## src/rtl/adc_busctl_pkg.sv

```systemverilog
package adc_busctl_pkg;

  localparam int RES_W = 12;
  localparam int NIB_W = RES_W / 3;

  // strobe bundle order used by the synchronizer
  typedef struct packed {
    logic hben;
    logic rd_n;
    logic cs_n;
  } strobe_t;

  localparam strobe_t STROBE_IDLE = '{hben: 1'b0, rd_n: 1'b1, cs_n: 1'b1};

  // byte-host layout: top nibble, zero nibble, top nibble again
  function automatic logic [RES_W-1:0] high_byte_view(input logic [RES_W-1:0] r);
    return {r[RES_W-1 -: NIB_W], {NIB_W{1'b0}}, r[RES_W-1 -: NIB_W]};
  endfunction

endpackage

```

## src/rtl/adc_strobe_sync.sv

```systemverilog
module adc_strobe_sync #(
  parameter int          W       = 3,
  parameter int          STAGES  = 2,
  parameter logic [W-1:0] RST_VAL = '0
) (
  input  logic         clk,
  input  logic         rst,
  input  logic [W-1:0] d,
  output logic [W-1:0] q
);

  logic [W-1:0] stg [STAGES];

  generate
    for (genvar i = 0; i < STAGES; i++) begin : g_stage
      if (i == 0) begin : g_first
        always_ff @(posedge clk) begin
          if (rst) stg[0] <= RST_VAL;
          else     stg[0] <= d;
        end
      end else begin : g_next
        always_ff @(posedge clk) begin
          if (rst) stg[i] <= RST_VAL;
          else     stg[i] <= stg[i-1];
        end
      end
    end
  endgenerate

  assign q = stg[STAGES-1];

endmodule

```

## src/rtl/adc_conv_timer.sv

```systemverilog
module adc_conv_timer #(
  parameter int CONV_CYCLES = 672,
  parameter int ACQ_CYCLES  = 150
) (
  input  logic clk,
  input  logic rst,
  input  logic req,
  output logic busy,
  output logic done
);

  localparam int CW = (CONV_CYCLES > 1) ? $clog2(CONV_CYCLES) : 1;
  localparam int AW = $clog2(ACQ_CYCLES + 1);
  localparam logic [CW-1:0] CNT_LOAD = CW'(CONV_CYCLES - 1);
  localparam logic [AW-1:0] ACQ_LOAD = AW'(ACQ_CYCLES);

  logic          req_d;
  logic [CW-1:0] cnt;
  logic [AW-1:0] acq;
  logic          req_rise;
  logic          accept;

  assign req_rise = req & ~req_d;
  assign accept   = req_rise & ~busy & (acq == '0);
  assign done     = busy & (cnt == '0);

  always_ff @(posedge clk) begin
    if (rst) begin
      req_d <= 1'b0;
      busy  <= 1'b0;
      cnt   <= '0;
      acq   <= '0;
    end else begin
      req_d <= req;
      if (busy) begin
        if (cnt == '0) begin
          busy <= 1'b0;
          acq  <= ACQ_LOAD;
        end else begin
          cnt <= cnt - 1'b1;
        end
      end else begin
        if (acq != '0) acq <= acq - 1'b1;
        if (accept) begin
          busy <= 1'b1;
          cnt  <= CNT_LOAD;
        end
      end
    end
  end

  assert_accept_sets_busy_R3: assert property (@(posedge clk) disable iff (rst)
    accept |=> busy);

  assert_done_clears_busy_R3: assert property (@(posedge clk) disable iff (rst)
    done |=> !busy);

  assert_no_restart_R4: assert property (@(posedge clk) disable iff (rst)
    (busy && !done) |=> (busy && cnt == $past(cnt) - 1'b1));

  assert_acq_blocks_start_R5: assert property (@(posedge clk) disable iff (rst)
    (!busy && acq != '0) |=> !busy);

endmodule

```

## src/rtl/adc_bus_out.sv

```systemverilog
module adc_bus_out
  import adc_busctl_pkg::*;
(
  input  logic             clk,
  input  logic             rst,
  input  logic             en,
  input  logic             hb,
  input  logic [RES_W-1:0] res,
  output logic [RES_W-1:0] data_out,
  output logic             data_oe
);

  always_ff @(posedge clk) begin
    if (rst) begin
      data_oe  <= 1'b0;
      data_out <= '0;
    end else begin
      data_oe <= en;
      if (!en)     data_out <= '0;
      else if (hb) data_out <= high_byte_view(res);
      else         data_out <= res;
    end
  end

  assert_idle_bus_zero_R7: assert property (@(posedge clk) disable iff (rst)
    !data_oe |-> (data_out == '0));

  assert_mid_nibble_zero_R9: assert property (@(posedge clk) disable iff (rst)
    (en && hb) |=> (data_out[2*NIB_W-1:NIB_W] == '0));

  assert_word_passthru_R8: assert property (@(posedge clk) disable iff (rst)
    (en && !hb) |=> (data_out == $past(res)));

endmodule

```

## src/rtl/adc_busctl.sv

```systemverilog
module adc_busctl
  import adc_busctl_pkg::*;
#(
  parameter int CLK_PERIOD_PS = 4000,
  parameter int CONV_MAX_NS   = 2700,
  parameter int ACQ_MIN_NS    = 600,
  parameter int SYNC_STAGES   = 2
) (
  input  logic             clk,
  input  logic             rst,
  input  logic             cs_n,
  input  logic             rd_n,
  input  logic             hben,
  input  logic [RES_W-1:0] result_in,
  output logic             busy,
  output logic [RES_W-1:0] data_out,
  output logic             data_oe
);

  // synchronizer plus edge register eat into the conversion budget
  localparam int CONV_CYCLES = (CONV_MAX_NS * 1000) / CLK_PERIOD_PS - (SYNC_STAGES + 1);
  localparam int ACQ_CYCLES  = (ACQ_MIN_NS * 1000 + CLK_PERIOD_PS - 1) / CLK_PERIOD_PS;

  strobe_t raw_s, syn_s;
  logic    req_lvl, rd_lvl, conv_done;
  logic [RES_W-1:0] res_q;

  assign raw_s = '{hben: hben, rd_n: rd_n, cs_n: cs_n};

  adc_strobe_sync #(
    .W      ($bits(strobe_t)),
    .STAGES (SYNC_STAGES),
    .RST_VAL(STROBE_IDLE)
  ) u_sync (
    .clk(clk),
    .rst(rst),
    .d  (raw_s),
    .q  (syn_s)
  );

  assign rd_lvl  = ~syn_s.cs_n & ~syn_s.rd_n;
  assign req_lvl = rd_lvl & ~syn_s.hben;

  adc_conv_timer #(
    .CONV_CYCLES(CONV_CYCLES),
    .ACQ_CYCLES (ACQ_CYCLES)
  ) u_timer (
    .clk (clk),
    .rst (rst),
    .req (req_lvl),
    .busy(busy),
    .done(conv_done)
  );

  always_ff @(posedge clk) begin
    if (rst)            res_q <= '0;
    else if (conv_done) res_q <= result_in;
  end

  adc_bus_out u_out (
    .clk     (clk),
    .rst     (rst),
    .en      (rd_lvl),
    .hb      (syn_s.hben),
    .res     (res_q),
    .data_out(data_out),
    .data_oe (data_oe)
  );

  assert_result_hold_R6: assert property (@(posedge clk) disable iff (rst)
    !conv_done |=> $stable(res_q));

  assert_capture_on_fall_R6: assert property (@(posedge clk) disable iff (rst)
    conv_done |=> (res_q == $past(result_in)));

endmodule

```

## config.mk

```make
export PLATFORM = sky130hd
export DESIGN_NAME = adc_busctl
export DESIGN_NICKNAME = d
export VERILOG_FILES = /design/src/rtl/adc_busctl_pkg.sv /design/src/rtl/adc_strobe_sync.sv /design/src/rtl/adc_conv_timer.sv /design/src/rtl/adc_bus_out.sv /design/src/rtl/adc_busctl.sv
export SDC_FILE = /design/constraint.sdc
export NUM_CORES = 1
export LEC_CHECK = 0
export BUFFER_PORTS_ARGS = -buffer_cell sky130_fd_sc_hd__buf_2
export CORE_MARGIN = 3
export CORE_UTILIZATION = 25
export DETAILED_ROUTE_END_ITERATION = 8
export SETUP_SLACK_MARGIN = 0.5
export SYNTH_ARGS = -nofsm -noshare
export SYNTH_HDL_FRONTEND = slang
export SYNTH_HIERARCHICAL = 1
export SYNTH_SLANG_ARGS = --single-unit
export TNS_END_PERCENT = 100
```

## constraint.sdc

```tcl
create_clock -name clk -period 2.2 [get_ports clk]
set_clock_uncertainty 0.1 [all_clocks]
set_input_delay 0.66 -clock clk [delete_from_list [all_inputs] [get_ports clk]]
set_output_delay 0.66 -clock clk [all_outputs]
set_load 0.02 [all_outputs]
```

* Yosys cells after proc, flatten, opt, wreduce, memory -nomap -nowiden *
Memory sizes are Yosys's and may differ from the RTL's.
Cells that the tools add are included.
Widths: inputs -> output; s select.

word-level totals
  flip-flop bits (word level) = 45
  RAM bits = 6
  input bits = 17
  memories = 1

operators by class
  add/sub/neg operators = 2
  equal/unequal tests = 2
  multiplexer cells = 15
  bitwise gates (word level) = 14
  reduce and logical (&&, ||, !) cells = 9

memory list
  memory      depth  width  read ports  clocked after Yosys merged registers in  wr ports  line                   text
  u_sync.stg  2      3      2           0                                        2         adc_strobe_sync.sv:12  logic [W-1:0] stg [STAGES];

operator list
  cell                   count
  $mux 10                3
  $mux 8                 3
  $logic_not 10->1       1
  $sub 10x1->10 const B  1
  $logic_not 8->1        1
  $reduce_bool 8->1      1
  $sub 8x1->8 const B    1
  $and 1x1->1            6
  $mux 1                 6
  $mux 3                 2
  $not 1->1              6
  $mux 4                 1
  $ne 2x2->1 const B     2
  $reduce_and 2->1       2
  $reduce_bool 2->1      2
  $reduce_or 3->1        1
  $or 1x1->1             2
  $reduce_or 2->1        1

* Longest topological paths before layout *
Gate-level depths: netlist of run 1.
An unclocked memory read counts as a cell.

  depth in word-level cells = 9
  gate-level depth with buffers = 10
  gate-level depth less buffers = 7

* Modules after synthesis *
The synthesis of run 1 kept the hierarchy.

by module, submodules not included
  module           times used  cells an instance  area an instance (µm²)  seq. area each (µm²)
  adc_conv_timer   1           122                1132.3                  400.4
  adc_bus_out      1           33                 441.7                   260.2
  adc_busctl       1           40                 429.2                   240.2
  adc_strobe_sync  1           12                 157.7                   120.1

* Least setup slack after synthesis of run 1 *
Ideal clock, no wire load.

  path kind = reg2reg
  start = reg u_timer.busy
  end = reg res_q[0]
  setup time = 0.128 ns
  data arrival time = 1.845 ns
  slack = 0.127 ns
  stages on the path, launching flop included = 10
  path buffers = 4
  period minus slack after synthesis = 2.073 ns
  path through = dfxtp_1 buf_2 nand4bb_1 or3_1 buf_6 clkinv_8 buf_12 buf_6 mux2i_1 nor2_1

on the way
  cells in the longest elaborated chain, start to end = 1

ends and longest elaborated chain
  element                 line                  text
  start, declared         adc_conv_timer.sv:8   output logic busy,
  start signal, assigned  adc_conv_timer.sv:30  busy <= 1'b0;
  start signal, assigned  adc_conv_timer.sv:37  busy <= 1'b0;
  start signal, assigned  adc_conv_timer.sv:45  busy <= 1'b1;
  $and 1x1->1             adc_conv_timer.sv:25  assign done = busy & (cnt == '0);
  named net conv_done     adc_busctl.sv:25      logic req_lvl, rd_lvl, conv_done;
  end signal, assigned    adc_busctl.sv:57      else if (conv_done) res_q <= result_in;
  end, declared           adc_busctl.sv:26      logic [RES_W-1:0] res_q;

The timed path passes the listed nets, and every way through them passes these cells.
A chain may end at the register's enable or synchronous reset.

* Worst setup path in the final report of run 1 *
  start = reg u_timer.cnt[0]
  end = reg u_timer.cnt[6]

on the way
  cells in the longest elaborated chain, start to end = 3
  elaborated cells between the ends (all ways) = 6
  those cells by class = add/sub: 1; eq/ne: 1; mux: 2; reduce/logical: 2

ends and longest elaborated chain
  element                                                   line                                        text
  start, declared                                           adc_conv_timer.sv:18                        logic [CW-1:0] cnt;
  start signal, assigned                                    adc_conv_timer.sv:40                        cnt <= cnt - 1'b1;
  $sub 10x1->10 / $logic_not 10->1 (equally long branches)  adc_conv_timer.sv:40, adc_conv_timer.sv:36
  $mux 10 / $ne 2x2->1 (equally long branches)              n/a
  $mux 10 / $reduce_and 2->1 (equally long branches)        n/a

Parallel ways exist; a longest one is shown, timed or not. The select of a mux whose other input is x is not followed.

==> results of run 1 <==
-- report_power, final --
| part | total (mW) | switching, mW | internal (mW) |
|---|---|---|---|
| Clock | 0.653 | 0.314 | 0.339 |
| Sequential | 1.07 | 0.0818 | 0.991 |
| Combinational | 0.952 | 0.430 | 0.522 |
| Total | 2.68 | 0.826 | 1.85 |
-- logic make-up after synthesis --
group,synth area share [%]
and+or+nand+nor,23.7
DFF,47.2
AOI/OAI and AO/OA,11.5
buffers and inverters,6.31
muxes,7.41
xor gates and xnor gates,2.03
adders and majority gates,1.74
-- stage by stage --
| step | instances | hold WS, ps | cell area [µm²] |
|---|---|---|---|
| after global placement | 340 | 295 | 2440 |
| after floorplan | 207 | 283 | 2190 |
| after CTS | 365 | 319 | 2800 |
| after global routing | 374 | 346 | 3020 |
| final | 374 | 316 | 3020 |
| after detailed placement | 340 | 296 | 2440 |
-- final cells by class --
cell class | instances | area (µm²) | area share [%]
Inverter | 10 | 55.1 | 1.82
Clock buffer | 5 | 68.8 | 2.28
Sequential cell | 51 | 1040 | 34.4
Multi-Input combinational cell | 136 | 1220 | 40.6
Timing Repair inverter | 3 | 36.3 | 1.20
Tap cell | 105 | 131 | 4.36
Timing Repair Buffer | 61 | 419 | 13.9
Clock inverter | 3 | 43.8 | 1.45
-- placed cells by master (no fill, tap or decap), types with 7 or more instances in the layout --
cell,count
buf_2,29
buf_4,25
dfxtp_1,42
dfxtp_2,7
mux2i_1,15
nor2_1,19
-- sequential cells by signal (all words and copies together) (netlist names) --
name / flops
u_sync/stg: 6
u_timer/cnt: 10
u_timer/busy: 1
u_out/data_oe: 1
u_timer/acq: 8
u_out/data_out: 12
res_q: 12
u_timer/req_d: 1
-- worst paths after layout --
path	start	to	cells after the start
hold reg to reg	u_sync/stg[0][1]$_SDFF_PP1_	u_sync/stg[1][1]$_SDFF_PP1_	1
setup reg to reg	u_timer/cnt[0]$_SDFFE_PP0P_	u_timer/cnt[6]$_SDFFE_PP0P_	6
setup / recovery	u_timer/cnt[0]$_SDFFE_PP0P_	u_timer/cnt[6]$_SDFFE_PP0P_	6
hold / removal	u_sync/stg[0][1]$_SDFF_PP1_	u_sync/stg[1][1]$_SDFF_PP1_	1
-- layer usage --
layer / routed length [µm] / global-route usage, % / part of all wire (%)
met4: 100 / 4.10 / 2.0
met1: 2240 / 12.6 / 45
met5: 0 / 0 / 0
met2: 2570 / 16.1 / 51
met3: 115 / 2.19 / 2.3
-- what timing repair did --
| item | in CTS | in global routing |
|---|---|---|
| gates cloned | 3 | 0 |
| hold endpoints to repair | 0 | 0 |
| resized for setup | 34 | 30 |
| buffers inserted | 14 | 9 |
| pin swaps | 11 | 19 |
| setup endpoints to repair | 30 | 32 |
==> run summary, run 1 <==
Worst Slack Setup Final: 215 ps
Die height: 99.0 µm
CTS tree: yes
Setup TNS: 0 ps
Post-synth top area cell: dfxtp_1
TritonCTS Buffers: 5
Routed WL: 5.03 mm
Synth top area share: 47.2%
Crit path max fanout: 3
Status: finished clean
WS Path Type: flip-flop to flip-flop
Required time of the critical path: 2340 ps
Syn Inst Count: 207
Rel. slew slack: 73.0%
Global-route wire length before repair: 7.80 mm
DR vias: 1729
Post-DP HPWL: 3.06 mm
Worst Setup End Kind: flip-flop
P&R area growth vs syn: 39.6%
Core Util, Final: 36.3%
CP bufs+invs: 1
Residual DRC count: 0
GP Congestion: 0.840
Tot GR Track Use: 9.87%
Number of global-route vias before repair: 1658
Seq/Total Area, Yosys: 47.2%
Nets: 288
Die Footprint: 9800 µm²
Fmax achieved: 504 MHz
Yosys reg bits: 51
Sinks on the clock net: 51
Async S/R FF share, synth: 0%
Reg2Reg Setup Slack: 210 ps
Synth unique cells: 53
CP Cell Sequence: inv_2 -> ha_4 -> or3b_4 -> or3_4 -> or4_1 -> a21boi_1
Per-cell routed wire length: 13.5 µm
Net count after synthesis: 227
Vias per std cell: 4.62
Pwr per Cell Area: 888 nW/µm²
Synth Warn #: 6
Post-Syn Area per Cell: 10.4 µm²
Max-Cap Viols: 0
Worst VDD drop: 0.418 mV
Synth area leaders: dfxtp_1 47%, mux2i_1 7.4%, nor2_1 3.3%, nor3b_2 2.9%, a21oi_1 2.3%
Rows: 33
CTS Buffer Depth: 2
Slew @ Worst Pin: 402 ps
Post-DRT Antenna Nets: 0
Die Width: 99.0 µm
Leakage power: 1.14 nW
Post-synth top flop: dfxtp_1
Filler cells: 797
Initial antenna violation count: 0
Critical path's top delay family: simple AND/OR/NAND/NOR gates
Fin crit period: 1990 ps
Clock-pin slew on the worst setup and hold paths: 100 ps
Hold/Removal Path Class: flip-flop to flip-flop
Cell with the most instances after synthesis: dfxtp_1
Post-synth top cells: 51 x dfxtp_1, 19 x nor2_1, 16 x mux2i_1, 10 x a21oi_1, 9 x nor3_1
IO Count: 31
Largest net degree at the start of global routing: 17
H-tree depth: 2
Core Box Area: 8300 µm²
Final count of hold timing violations: 0
1st-iter DRT viols: 93
Startpoint Class: flip-flop
Hold_buf cts: 0
Placement Setup Slack: 121 ps
Final setup fails: 0
Slew Viols, Final: 0
Initial DRT Pass Iterations: 4
Crit path arrival time: 2130 ps
Crit-path max cell delay: 410 ps
Crit share post-route: 90.2%
Mapped Area: 2160 µm²
Slowest cell on crit path: or4_1
RSZ-0062 raised after global routing: true
Clock Latency Late Sink: 300 ps
Post-synth EDFFs: 0
Fraction of layout instances using a drive strength above 1: 50.9%
Buffers on Ports: 30
Antenna cells: 0
PnR Total Power: 2.68 mW
Congestion Overflow GR: 0
Starting Density: 26.0%
Root buf cell: clkbuf_8
Power figures use the tool's default switching activity.
==> run 2, diff against run 1 <==
Settings changed: MAX_ROUTING_LAYER set to met4.
==> run 2 against run 1 <==
Critical path depth stayed put; setup slack hardly changed; routed wire length decreased by 0.28%; first-iteration DRC count rose by 14%.
==> run summary, run 2 (synthesis results as in run 1) <==
Status: finished clean
Worst VDD drop: 0.418 mV (about the same)
Number of global-route vias before repair: 1659 (+0.060%)
Hold/Removal Path Class: flip-flop to flip-flop
Nets: 288 (unchanged)
Global-route wire length before repair: 7.81 mm (about the same)
Routed WL: 5.02 mm (-0.28%)
Crit path max fanout: 3 (unchanged)
WHS Path Cells: 1 (unchanged)
Slew Viols, Final: 0 (unchanged)
Sinks on the clock net: 51 (unchanged)
Die height: 99.0 µm (unchanged)
Pwr per Cell Area: 888 nW/µm² (about the same)
Hold_buf cts: 0 (unchanged)
GP Congestion: 0.853 (+1.5%)
Rows: 33 (unchanged)
Startpoint Class: flip-flop
Initial antenna violation count: 0 (unchanged)
IO Count: 31 (unchanged)
Fraction of layout instances using a drive strength above 1: 50.9% (unchanged)
Root buf cell: clkbuf_8
RSZ-0062 raised after global routing: true
DR vias: 1727 (-0.12%)
Post-DRT Antenna Nets: 0 (unchanged)
Slowest cell on crit path: or4_1
CTS tree: yes
Setup TNS: 0 ps (unchanged)
P&R area growth vs syn: 39.6% (unchanged)
Starting Density: 26.0% (unchanged)
Largest net degree at the start of global routing: 17 (unchanged)
Crit path arrival time: 2130 ps (about the same)
Post-route cell area: 3020 µm² (unchanged)
Clock Latency Late Sink: 300 ps (about the same)
Rel. slew slack: 72.4% (-0.59 points)
Die Width: 99.0 µm (unchanged)
CTS Buffer Depth: 2 (unchanged)
Final setup fails: 0 (unchanged)
Fmax achieved: 504 MHz (about the same)
Largest regs: res_q: 12 flops, u_out/data_out: 12 flops, u_timer/cnt: 10 flops
Vias per std cell: 4.62 (-0.12%)
Max-Cap Viols: 0 (unchanged)
WS Path Type: flip-flop to flip-flop
Required time of the critical path: 2340 ps (about the same)
Clock-pin slew on the worst setup and hold paths: 90 ps (about the same)
Most common cell after layout, fill and taps aside: dfxtp_1
Initial DRT Pass Iterations: 4 (unchanged)
Slew @ Worst Pin: 411 ps (+8.75 ps)
TritonCTS Buffers: 5 (unchanged)
Die Footprint: 9800 µm² (unchanged)
1st-iter DRT viols: 106 (+14%)
Leakage power: 1.14 nW (unchanged)
Placed cell area: 2440 µm² (unchanged)
Antenna cells: 0 (unchanged)
Per-cell routed wire length: 13.4 µm (-0.28%)
CP Cell Sequence: inv_2 -> ha_4 -> or3b_4 -> or3_4 -> or4_1 -> a21boi_1
Worst Setup End Kind: flip-flop
H-tree depth: 2 (unchanged)
Filler cells: 797 (unchanged)
Fin crit period: 1990 ps (+0.109 ps)
Commonest cells after routing, fill and taps aside: 42 x dfxtp_1, 29 x buf_2, 25 x buf_4, 19 x nor2_1, 15 x mux2i_1
Post-DP HPWL: 3.06 mm (unchanged)
Crit-path max cell delay: 410 ps (about the same)
Tot GR Track Use: 10.2% (+0.29 points)
Reg2Reg Setup Slack: 210 ps (about the same)
Core Box Area: 8300 µm² (unchanged)
Congestion Overflow GR: 0 (unchanged)
Buffers on Ports: 30 (unchanged)
Crit share post-route: 90.3% (about the same)
Reg2reg path depth: 6 (unchanged)
Residual DRC count: 0 (unchanged)
Final count of hold timing violations: 0 (unchanged)
## run 2: cell counts in the layout (fill, tap and decap cells not counted)
Identical to the previous run, type by type.
## run 2: final cells by class
type | instances | area, µm² | share of cell area, %
multi-input cells | 136 | 1220 | 40.6
clock buffers | 5 | 68.8 | 2.28
flip-flops and latches | 51 | 1040 | 34.4
repair inverters | 3 | 36.3 | 1.20
repair buffers | 61 | 419 | 13.9
well taps | 105 | 131 | 4.36
clock inverters | 3 | 43.8 | 1.45
inverters | 10 | 55.1 | 1.82
## run 2: per-layer routing
layer | wire (µm) | vias to the layer above | track usage [%]
met5 | 0 | - | -
met4 | 78 | 0 | 4.10
met3 | 113 | 10 | 2.19
met2 | 2580 | 26 | 16.2
met1 | 2250 | 830 | 12.5
li1 | - | 861 | -
## run 2: report_power, final
part | leakage (nW) | internal, mW | switching (mW) | total (mW)
Clock | 0.0581 | 0.339 | 0.314 | 0.653
Combinational | 0.660 | 0.522 | 0.431 | 0.953
Sequential | 0.419 | 0.991 | 0.0816 | 1.07
## run 2: repair_timing
item | CTS | global route
gates resized for setup | 34 | 30
cloned | 3 | 0
pin swaps | 11 | 19
setup buffers | 14 | 9
endpoints found under the setup margin | 30 | 32
endpoints found under the hold margin | 0 | 0
## run 2: path summary, 6_finish.rpt
path                                 endpoint                        start
setup / recovery  u_timer/cnt[6]$_SDFFE_PP0P_  u_timer/cnt[0]$_SDFFE_PP0P_
hold / removal    u_sync/stg[1][1]$_SDFF_PP1_  u_sync/stg[0][1]$_SDFF_PP1_
setup reg to reg  u_timer/cnt[6]$_SDFFE_PP0P_  u_timer/cnt[0]$_SDFFE_PP0P_
hold reg to reg   u_sync/stg[1][1]$_SDFF_PP1_  u_sync/stg[0][1]$_SDFF_PP1_
## run 2: worst max-delay path: cells and delay by family (launching register included)
kind / cells / cell delay, ps
simple gates: 3 / 1160
fa+ha+maj: 1 / 140
buf+inv: 1 / 60
compound gates: 1 / 120
flops: 1 / 340
## run 2: per-stage QoR
step / hold slack, ps / utilization, % / setup WS (ps) / std cells / power, mW
after floorplan: 283 / - / 242 / 207 / 1.52
after global placement: 295 / 29.4 / 206 / 340 / 1.63
after detailed placement: 296 / 29.4 / 121 / 340 / 1.64
after CTS: 319 / 33.8 / 251 / 365 / 2.47
after global routing: 346 / 36.3 / 147 / 374 / 2.81
final: 314 / 36.3 / 214 / 374 / 2.68
